**src/rtl/sped_pkg.sv**
```systemverilog
package sped_pkg;
  localparam int SLOTS = 4;
  typedef enum logic [1:0] {
    SLOT_HEAD  = 2'd0,
    SLOT_EARLY = 2'd1,
    SLOT_FREE  = 2'd2,
    SLOT_TAIL  = 2'd3
  } slot_e;
endpackage

```
**src/rtl/sped_down_counter.sv**
```systemverilog
module sped_down_counter #(
  parameter int CW     = 7,
  parameter int LEN_MAX = 127
) (
  input  logic          clk,
  input  logic          rst_n,
  input  logic [CW-1:0] load_len,
  output logic          tc
);
  logic [CW-1:0] cnt_q;

  assign tc = (cnt_q == '0);

  always_ff @(posedge clk or negedge rst_n) begin
    if (!rst_n)  cnt_q <= '0;
    else if (tc) cnt_q <= load_len - CW'(1);
    else         cnt_q <= cnt_q - CW'(1);
  end

  // a reloaded sub-count never exceeds the longest legal sub-period
  assert_cnt_bound_R7: assert property (@(posedge clk) disable iff (!rst_n)
    cnt_q < CW'(LEN_MAX));

  // every sub-period is at least one clock, so the reload never wraps
  assert_len_nonzero_R7: assert property (@(posedge clk) disable iff (!rst_n)
    tc |-> (load_len != '0));
endmodule

```
**src/rtl/sped_slot_seq.sv**
```systemverilog
module sped_slot_seq
  import sped_pkg::*;
(
  input  logic  clk,
  input  logic  rst_n,
  input  logic  tc,
  output slot_e slot,
  output slot_e slot_next,
  output logic  started,
  output logic  boundary
);
  slot_e slot_q;
  logic  started_q;

  assign slot      = slot_q;
  assign slot_next = slot_e'(slot_q + 2'd1);
  assign started   = started_q;
  assign boundary  = tc && (slot_q == SLOT_TAIL);

  always_ff @(posedge clk or negedge rst_n) begin
    if (!rst_n) begin
      slot_q    <= SLOT_TAIL;
      started_q <= 1'b0;
    end else if (tc) begin
      slot_q    <= slot_next;
      started_q <= 1'b1;
    end
  end

  // the slot index moves by exactly one per terminal count
  assert_slot_step_R6: assert property (@(posedge clk) disable iff (!rst_n)
    tc |=> (slot_q == slot_e'($past(slot_q) + 2'd1)));

  // the index only moves at a terminal count
  assert_slot_hold_R3: assert property (@(posedge clk) disable iff (!rst_n)
    !tc |=> $stable(slot_q));
endmodule

```
**src/rtl/sped_value_latch.sv**
```systemverilog
module sped_value_latch #(
  parameter int DW        = 8,
  parameter int CW        = 7,
  parameter int DIV_MIN   = 64,
  parameter int DIV_MAX   = 127,
  parameter int DIV_RESET = 64
) (
  input  logic          clk,
  input  logic          rst_n,
  input  logic          boundary,
  input  logic          in_valid,
  input  logic [DW-1:0] in_value,
  output logic          in_ready,
  output logic [CW-1:0] total_next,
  output logic [CW-1:0] total_q
);
  logic [CW-1:0] clamped;
  logic          take;

  always_comb begin
    if (in_value < DW'(DIV_MIN))      clamped = CW'(DIV_MIN);
    else if (in_value > DW'(DIV_MAX)) clamped = CW'(DIV_MAX);
    else                              clamped = in_value[CW-1:0];
  end

  assign in_ready   = boundary;
  assign take       = in_valid && boundary;
  assign total_next = take ? clamped : total_q;

  always_ff @(posedge clk or negedge rst_n) begin
    if (!rst_n)    total_q <= CW'(DIV_RESET);
    else if (take) total_q <= clamped;
  end

  // the held total always lies within the supported range
  assert_total_range_R5: assert property (@(posedge clk) disable iff (!rst_n)
    (total_q >= CW'(DIV_MIN)) && (total_q <= CW'(DIV_MAX)));

  // the held total changes only through an accepted transfer
  assert_total_hold_R4: assert property (@(posedge clk) disable iff (!rst_n)
    !(in_valid && in_ready) |=> $stable(total_q));
endmodule

```
**src/rtl/sped_divider.sv**
```systemverilog
module sped_divider #(
  parameter int DW          = 8,
  parameter int DIV_MIN     = 64,
  parameter int DIV_MAX     = 127,
  parameter int DIV_RESET   = 64,
  parameter int DITHER_SLOT = 2
) (
  input  logic          clk,
  input  logic          rst_n,
  input  logic          div_valid,
  output logic          div_ready,
  input  logic [DW-1:0] div_value,
  output logic          div_out,
  output logic          sub_out
);
  import sped_pkg::*;

  localparam int CW      = $clog2(DIV_MAX + 1);
  localparam int FIX_LEN = DIV_MIN / SLOTS;
  localparam int VAR_MIN = DIV_MIN - (SLOTS - 1) * FIX_LEN;
  localparam int VAR_MAX = DIV_MAX - (SLOTS - 1) * FIX_LEN;

  logic          tc;
  logic          started;
  logic          boundary;
  slot_e         slot;
  slot_e         slot_next;
  logic [CW-1:0] total_next;
  logic [CW-1:0] total_q;
  logic [CW-1:0] var_len;
  logic [CW-1:0] sub_len [SLOTS];
  logic [CW-1:0] load_len;

  sped_value_latch #(
    .DW(DW), .CW(CW), .DIV_MIN(DIV_MIN), .DIV_MAX(DIV_MAX), .DIV_RESET(DIV_RESET)
  ) u_latch (
    .clk(clk), .rst_n(rst_n), .boundary(boundary),
    .in_valid(div_valid), .in_value(div_value), .in_ready(div_ready),
    .total_next(total_next), .total_q(total_q)
  );

  sped_slot_seq u_seq (
    .clk(clk), .rst_n(rst_n), .tc(tc), .slot(slot), .slot_next(slot_next),
    .started(started), .boundary(boundary)
  );

  assign var_len = total_next - CW'((SLOTS - 1) * FIX_LEN);

  for (genvar s = 0; s < SLOTS; s++) begin : g_slot
    if (s == DITHER_SLOT) begin : g_var
      assign sub_len[s] = var_len;
    end else begin : g_fix
      assign sub_len[s] = CW'(FIX_LEN);
    end
  end

  assign load_len = sub_len[slot_next];

  sped_down_counter #(.CW(CW), .LEN_MAX(VAR_MAX)) u_cnt (
    .clk(clk), .rst_n(rst_n), .load_len(load_len), .tc(tc)
  );

  assign sub_out = tc && started;
  assign div_out = boundary && started;

  // checker state: clocks since the last period start and last sub edge
  logic [CW:0] run_q;
  logic [CW:0] sub_run_q;
  always_ff @(posedge clk or negedge rst_n) begin
    if (!rst_n) begin
      run_q     <= '0;
      sub_run_q <= '0;
    end else begin
      run_q     <= boundary ? (CW+1)'(1) : run_q + (CW+1)'(1);
      sub_run_q <= tc ? (CW+1)'(1) : sub_run_q + (CW+1)'(1);
    end
  end

  // the forwarded edge arrives exactly one total after the period began
  assert_period_len_R2: assert property (@(posedge clk) disable iff (!rst_n)
    div_out |-> (run_q == {1'b0, total_q}));

  // fixed sub-periods (including the one ending at the forwarded edge) are constant
  assert_fixed_len_R7: assert property (@(posedge clk) disable iff (!rst_n)
    (sub_out && (int'(slot) != DITHER_SLOT)) |-> (sub_run_q == (CW+1)'(FIX_LEN)));

  // the forwarded edge is one clock wide and coincides with a sub edge
  assert_pulse_width_R6: assert property (@(posedge clk) disable iff (!rst_n)
    div_out |=> !div_out);
  assert_pulse_slot_R6: assert property (@(posedge clk) disable iff (!rst_n)
    div_out |-> (sub_out && slot == SLOT_TAIL));

  // the free sub-period stays inside its derived range
  assert_var_range_R5: assert property (@(posedge clk) disable iff (!rst_n)
    (var_len >= CW'(VAR_MIN)) && (var_len <= CW'(VAR_MAX)));
endmodule

```
**config.mk**
```make
export PLATFORM = sky130hd
export DESIGN_NAME = sped_divider
export DESIGN_NICKNAME = d
export VERILOG_FILES = /design/src/rtl/sped_pkg.sv /design/src/rtl/sped_down_counter.sv /design/src/rtl/sped_slot_seq.sv /design/src/rtl/sped_value_latch.sv /design/src/rtl/sped_divider.sv
export SDC_FILE = /design/constraint.sdc
export NUM_CORES = 1
export LEC_CHECK = 0
export ABC_AREA = 1
export BUFFER_PORTS_ARGS = -buffer_cell sky130_fd_sc_hd__buf_2
export CORE_MARGIN = 4
export CORE_UTILIZATION = 40
export DETAILED_ROUTE_END_ITERATION = 16
export HOLD_SLACK_MARGIN = 0.15
export MAX_ROUTING_LAYER = met4
export PLACE_DENSITY = 0.61
export REMOVE_ABC_BUFFERS = 1
export SETUP_SLACK_MARGIN = 0.2
export SYNTH_ARGS = -nofsm -noshare
export SYNTH_HDL_FRONTEND = slang
export SYNTH_SLANG_ARGS = --single-unit
```
**constraint.sdc**
```tcl
create_clock -name clk -period 2.05 [get_ports clk]
set_input_delay 0 -clock clk [delete_from_list [all_inputs] [get_ports clk]]
set_output_delay 0 -clock clk [all_outputs]
set_load 0.01 [all_outputs]
```
# After elaboration in Yosys (flattened, before gate mapping)

Cells that the tools add are included.
Widths: inputs -> output; s select.

Input bits: 11
Register bits after elaboration: 17
Word-level logic and storage cells: 25
Output and inout bits: 3

Reduce and logical (&&, ||, !) cells: 5
Add/sub/neg operators: 4
Muxes and demuxes: 7
Eq/ne operators: 1
Magnitude comparators: 3
Bitwise logic cells: 1

Operator list:

| cell                | number |
|---|---|
| $mux 7              | 6 |
| $bmux 7 s2          | 1 |
| $sub 7x1->7 const B | 2 |
| $gt 8x7->1 const B  | 1 |
| $lt 8x7->1 const B  | 1 |
| $logic_not 7->1     | 1 |
| $sub 7x6->7 const B | 1 |
| $logic_and 1x1->1   | 4 |
| $ge 3x3->1 const B  | 1 |
| $not 2->3           | 1 |
| $add 2x1->2 const B | 1 |
| $eq 2x2->1 const B  | 1 |

# Logic depth before layout (Yosys ltp)

Depth in word-level cells: 10
Depth in mapped cells: 16

# Hierarchy

From an unflattened synthesis, not the netlist that was laid out.

Cells, all modules: 147
Area total of the unflattened synthesis: 1,053.5 um^2

Modules (own cells, without submodules):

| module            | cells each | area each (um^2) | seq. area each (um^2) | times used |
|---|---|---|---|---|
| sped_down_counter | 64         | 459.2            | 175.2                 | 1 |
| sped_value_latch  | 44         | 341.6            | 176.4                 | 1 |
| sped_slot_seq     | 15         | 133.9            | 77.6                  | 1 |
| sped_divider      | 24         | 118.9            | 0.0                   | 1 |

# Worst setup path after synthesis

OpenSTA, ideal clock, no wires.

Path type: reg2reg
From: register u_seq.slot_q[0] (netlist: u_seq.slot[0])
To: register u_cnt.cnt_q[6]
Cell stages (with the launch flop): 14
Period minus slack after synthesis: 1.971 ns
Arrival time: 1.854 ns
Setup slack: 0.079 ns
Buffers on the path: 0
Path through: dfstp_2 ha_1 nand3_4 inv_2 nand2_1 o21ai_0 inv_1 ha_1 nand2_1 nand2_1 nor2_2 nand3_1 nand2_1 nand2_1

Cells in the longest elaborated chain, start to end: 10

Ends and longest elaborated chain:

| item                                       | RTL line                | text |
|---|---|---|
| start: declaration                         | sped_slot_seq.sv:12     | `slot_e slot_q;` |
| start signal: assignment                   | sped_slot_seq.sv:25     | `slot_q <= slot_next;` |
| $eq 2x2->1                                 | sped_slot_seq.sv:18     | `assign boundary = tc && (slot_q == SLOT_TAIL);` |
| $logic_and 1x1->1                          | sped_slot_seq.sv:18     |  |
| $logic_and 1x1->1                          | sped_value_latch.sv:27  | `assign take = in_valid && boundary;` |
| $mux 7                                     | sped_value_latch.sv:28  | `assign total_next = take ? clamped : total_q;` |
| via total_next[5]                          | sped_divider.sv:28      | `logic [CW-1:0] total_next;` |
| $sub 7x6->7                                | sped_divider.sv:47      | `assign var_len = total_next - CW'((SLOTS - 1) * FIX_LEN);` |
| $bmux 7 s2                                 | sped_divider.sv:57      | `assign load_len = sub_len[slot_next];` |
| $mux 7 (implied by the code) (2 in series) | sped_divider.sv:57      |  |
| $sub 7x1->7                                | sped_down_counter.sv:16 | `else if (tc) cnt_q <= load_len - CW'(1);` |
| $mux 7                                     | sped_down_counter.sv:16 |  |
| end signal: assignment                     | sped_down_counter.sv:16 |  |
| end signal: assignment                     | sped_down_counter.sv:17 | `else cnt_q <= cnt_q - CW'(1);` |
| end: declaration                           | sped_down_counter.sv:10 | `logic [CW-1:0] cnt_q;` |

The timed path passes the listed nets, and every way through them passes these cells. The select of a mux whose other input is x is not followed.
A chain may end at the register's enable or synchronous reset.

# Worst setup path after layout

From: register u_cnt.cnt_q[2]
To: register u_cnt.cnt_q[6]

Cells in the longest elaborated chain, start to end: 10

Ends and longest elaborated chain:

| item                                       | RTL line                | text |
|---|---|---|
| $logic_not 7->1                            | sped_down_counter.sv:12 | `assign tc = (cnt_q == '0);` |
| $logic_and 1x1->1                          | sped_slot_seq.sv:18     |  |
| $logic_and 1x1->1                          | sped_value_latch.sv:27  |  |
| $mux 7                                     | sped_value_latch.sv:28  |  |
| via total_next[5]                          | sped_divider.sv:28      |  |
| $sub 7x6->7                                | sped_divider.sv:47      |  |
| $bmux 7 s2                                 | sped_divider.sv:57      |  |
| $mux 7 (implied by the code) (2 in series) | sped_divider.sv:57      |  |
| $sub 7x1->7                                | sped_down_counter.sv:16 |  |
| $mux 7                                     | sped_down_counter.sv:16 |  |

The timed path passes the listed nets, and every way through them passes these cells. The select of a mux whose other input is x is not followed.

==> results.tsv <==
metric	value	unit
dpl-instance-area	1120	um2
synth_compound_area_share	4.06	%
die_w	57.6	um
yosys_warnings	0	
switching_share	22.6	%
cts_tree	built	
route.vias.total	851	
setup_violations	0	
cts.sinks	17	
fin_nets	174	
synth_top_family_by_area	simple AND/OR/NAND/NOR gates	
timing.hold.ws	0.153	ns
drt_iter0_markers	26	
slowest_delay	0.40	ns
place_hpwl	1.46	mm
synth_cell_types	20	
postRouteAntennaNets	0	
vdd_drop_max	0.000311	V
place_ws	0.0698	ns
internal_power	0.425	mW
min_from	div_value[7]	
async_flop_share	100	%
clk_latency	0.29	ns
fin_area	1310	um2
ios	14	
clkPwrFrac	32.7	%
io_buffers	13	
setup_slack	0.167	ns
synthMuxAreaShare	0	%
crit_arrival	2.07	ns
via_per_inst	4.55	
fillers	220	
post_drt_wl_per_cell	11.1	um
maxCapViolCount	0	
synth-seq-area-share	43.5	%
start_util	43.3	%
crit_path_end_kind	flip-flop	
cp-startpoint	u_cnt.cnt_q[2]$_DFF_PN0_	
synth_area_leader_cell	dfrtp_1	
fin_crit	1.88	ns
num_rows	17	
synth-seq-cells	17	
finalClockSkew	0.00524	ns
syn_area	986	um2
slew_violations	0	
synth_area_leaders	dfrtp_1 36%, inv_1 9.5%, nand2_1 9.5%, dfstp_2 8.0%, nand3_1 4.6%	
synth_edf_count	0	
numCtsBuffers	3	
seqPwrFrac	61.0	%
cp-start-kind	flip-flop	
ys_top_cells_by_count	25 x inv_1, 25 x nand2_1, 14 x dfrtp_1, 9 x nand3_1, 7 x nand2_2	
outcome	complete, no violations	
worstSetupPathType	reg -> reg	
grt_pass1_vias	885	
grt_max_degree	18	
comb_power_share	6.3	%
synth-simple-area-share	34.4	%
dieArea	3320	um2
slowest_stage	dfrtp_1	
worst_path_most_repeated_cell	nand2_1	
leakagePower	0.684	nW
routed_wl	2.08	mm
synth_cells	123	
syn_to_final_growth	32.7	%
synthAdderAreaFrac	3.81	%
drive_gt1_share	34.0	%
rsz0062_at_grt	true	
cp_cell_sequence	nor2_2 -> nand2_2 -> nor2_8 -> nand3_4 -> inv_2 -> nand2_1 -> o21ai_1 -> inv_1 -> ha_1 -> nand2_1 -> nand2_2 -> nor2_4 -> nand3_1 -> nand2_1 -> nand2_1	
die_h	57.6	um
root_buffer	clkbuf_4	
gp_congestion	0.854	
ys.flop_type	dfrtp_1	
grt_overflow	0	
cp.required	2.24	ns
tightestPinTransition	0.397	ns
cts_max_level	1	
path_buf_inv	2	
synth_top_area_share	35.5	%
track_usage	15.0	%
hold_path_class	in -> reg	
grt_first_pass_wirelength	3.82	mm
drtPass1Iterations	4	
core	2280	um2
power.density	420	nW/um2
post-route-period-util	91.9	%
cts_buffer_depth	2	
cp_top_family	simple AND/OR/NAND/NOR gates	
finalHoldViolCount	0	
max_freq	531	MHz
crit_fanout	4	
syn_avg_cell_area	8.02	um2
clk_pin_slew	0.11	ns
antenna_found_initial	0	
synth-xor-area-share	3.55	%
r2r-start	u_cnt.cnt_q[2]$_DFF_PN0_	
p_sw	0.124	mW
slew_headroom	73.6	%
antennaDiodeCount	0	
drc_errors	0	
[sequential cells by signal (all words and copies together), names as in the netlist]
name,cells
u_latch.total_q,7
u_seq.started,1
u_seq.slot,2
u_cnt.cnt_q,7
[power by group through the flow]
| stage | Combinational, mW | Sequential [mW] | Clock [mW] |
|---|---|---|---|
| CTS | 0.0349 | 0.336 | 0.189 |
| detailed placement | 0.0246 | 0.342 | 0 |
| global placement | 0.0238 | 0.342 | 0 |
| floorplan | 0.00377 | 0.342 | 0 |
| global route | 0.0393 | 0.336 | 0.208 |
| finish | 0.0346 | 0.335 | 0.180 |
[per-layer routing]
layer | wire [um] | track usage (%) | share of wire (%) | vias up
met3 | 93 | 1.56 | 4.5 | 2
met2 | 989 | 24.2 | 47 | 14
met1 | 973 | 19.4 | 47 | 382
met5 | 0 | - | 0 | -
li1 | - | - | - | 453
met4 | 27 | 5.96 | 1.3 | 0
[area by class of cell]
type	count	area (um2)	share of cell area, %
multi-input combinational	78	482	36.8
clock buffer	3	22.5	1.72
inverter	28	105	8.03
sequential	17	429	32.8
tap	28	35.0	2.68
clock inverter	1	5.00	0.382
timing repair buffer	32	230	17.6
[final timing paths]
kind | to | slack (ns) | depth (start not counted)
setup / recovery | u_cnt.cnt_q[6]$_DFF_PN0_ | 0.17 | 15
hold / removal | u_latch.total_q[3]$_DFF_PN0_ | 0.15 | 5
setup reg to reg | u_cnt.cnt_q[6]$_DFF_PN0_ | 0.17 | 15
hold reg to reg | u_seq.started$_DFFE_PN0N_ | 0.48 | 2
max in group asynchronous | u_seq.slot[0]$_DFFE_PN1N_ | 1.57 | 2
min in group asynchronous | u_cnt.cnt_q[4]$_DFF_PN0_ | 0.16 | 2
[cells by family after synthesis]
logic type,Yosys count
buf+inv,28
xor+xnor,4
simple gates,63
fa+ha+maj,3
flops,17
compound gates,8
[metrics by stage]
step | std cells | util [%] | power [mW] | setup TNS, ns
after floorplan | 123 | - | 0.346 | 0
after global placement | 168 | 49.0 | 0.366 | 0
after detailed placement | 168 | 49.0 | 0.366 | 0
after CTS | 185 | 56.4 | 0.560 | 0
after global routing | 187 | 57.5 | 0.583 | -0.00640
final | 187 | 57.5 | 0.550 | 0
[cells in the final DEF, fill, tap and decap left out, types with 6 or more instances in the layout]
cell type | Yosys | routed
nand4_1 | 6 | 6
nor2_2 | 5 | 6
inv_1 | 25 | 25
dfrtp_1 | 14 | 14
nand2_2 | 7 | 9
nand2_1 | 25 | 23
nand3_1 | 9 | 9
a21oi_1 | 6 | 6
buf_2 | 0 | 13
buf_4 | 0 | 10
dlygate4sd3_1 | 0 | 9
[worst register-to-register path, cell delays in order, from the launching register on]
cell and delay (ns):
dfrtp_1 0.40, nor2_2 0.12, nand2_2 0.09, nor2_8 0.14, nand3_4 0.10, inv_2 0.08
nand2_1 0.04, o21ai_1 0.07, inv_1 0.07, ha_1 0.27, nand2_1 0.07, nand2_2 0.08
nor2_4 0.09, nand3_1 0.07, nand2_1 0.06, nand2_1 0.04
[what timing repair did]
item	CTS	global route
setup endpoints to repair	4	8
hold buffers	9	0
pin swaps	7	9
gates resized for setup	5	4
endpoints found under the hold margin	23	0
buffers inserted	4	2
(Power assumes the default switching activity.)
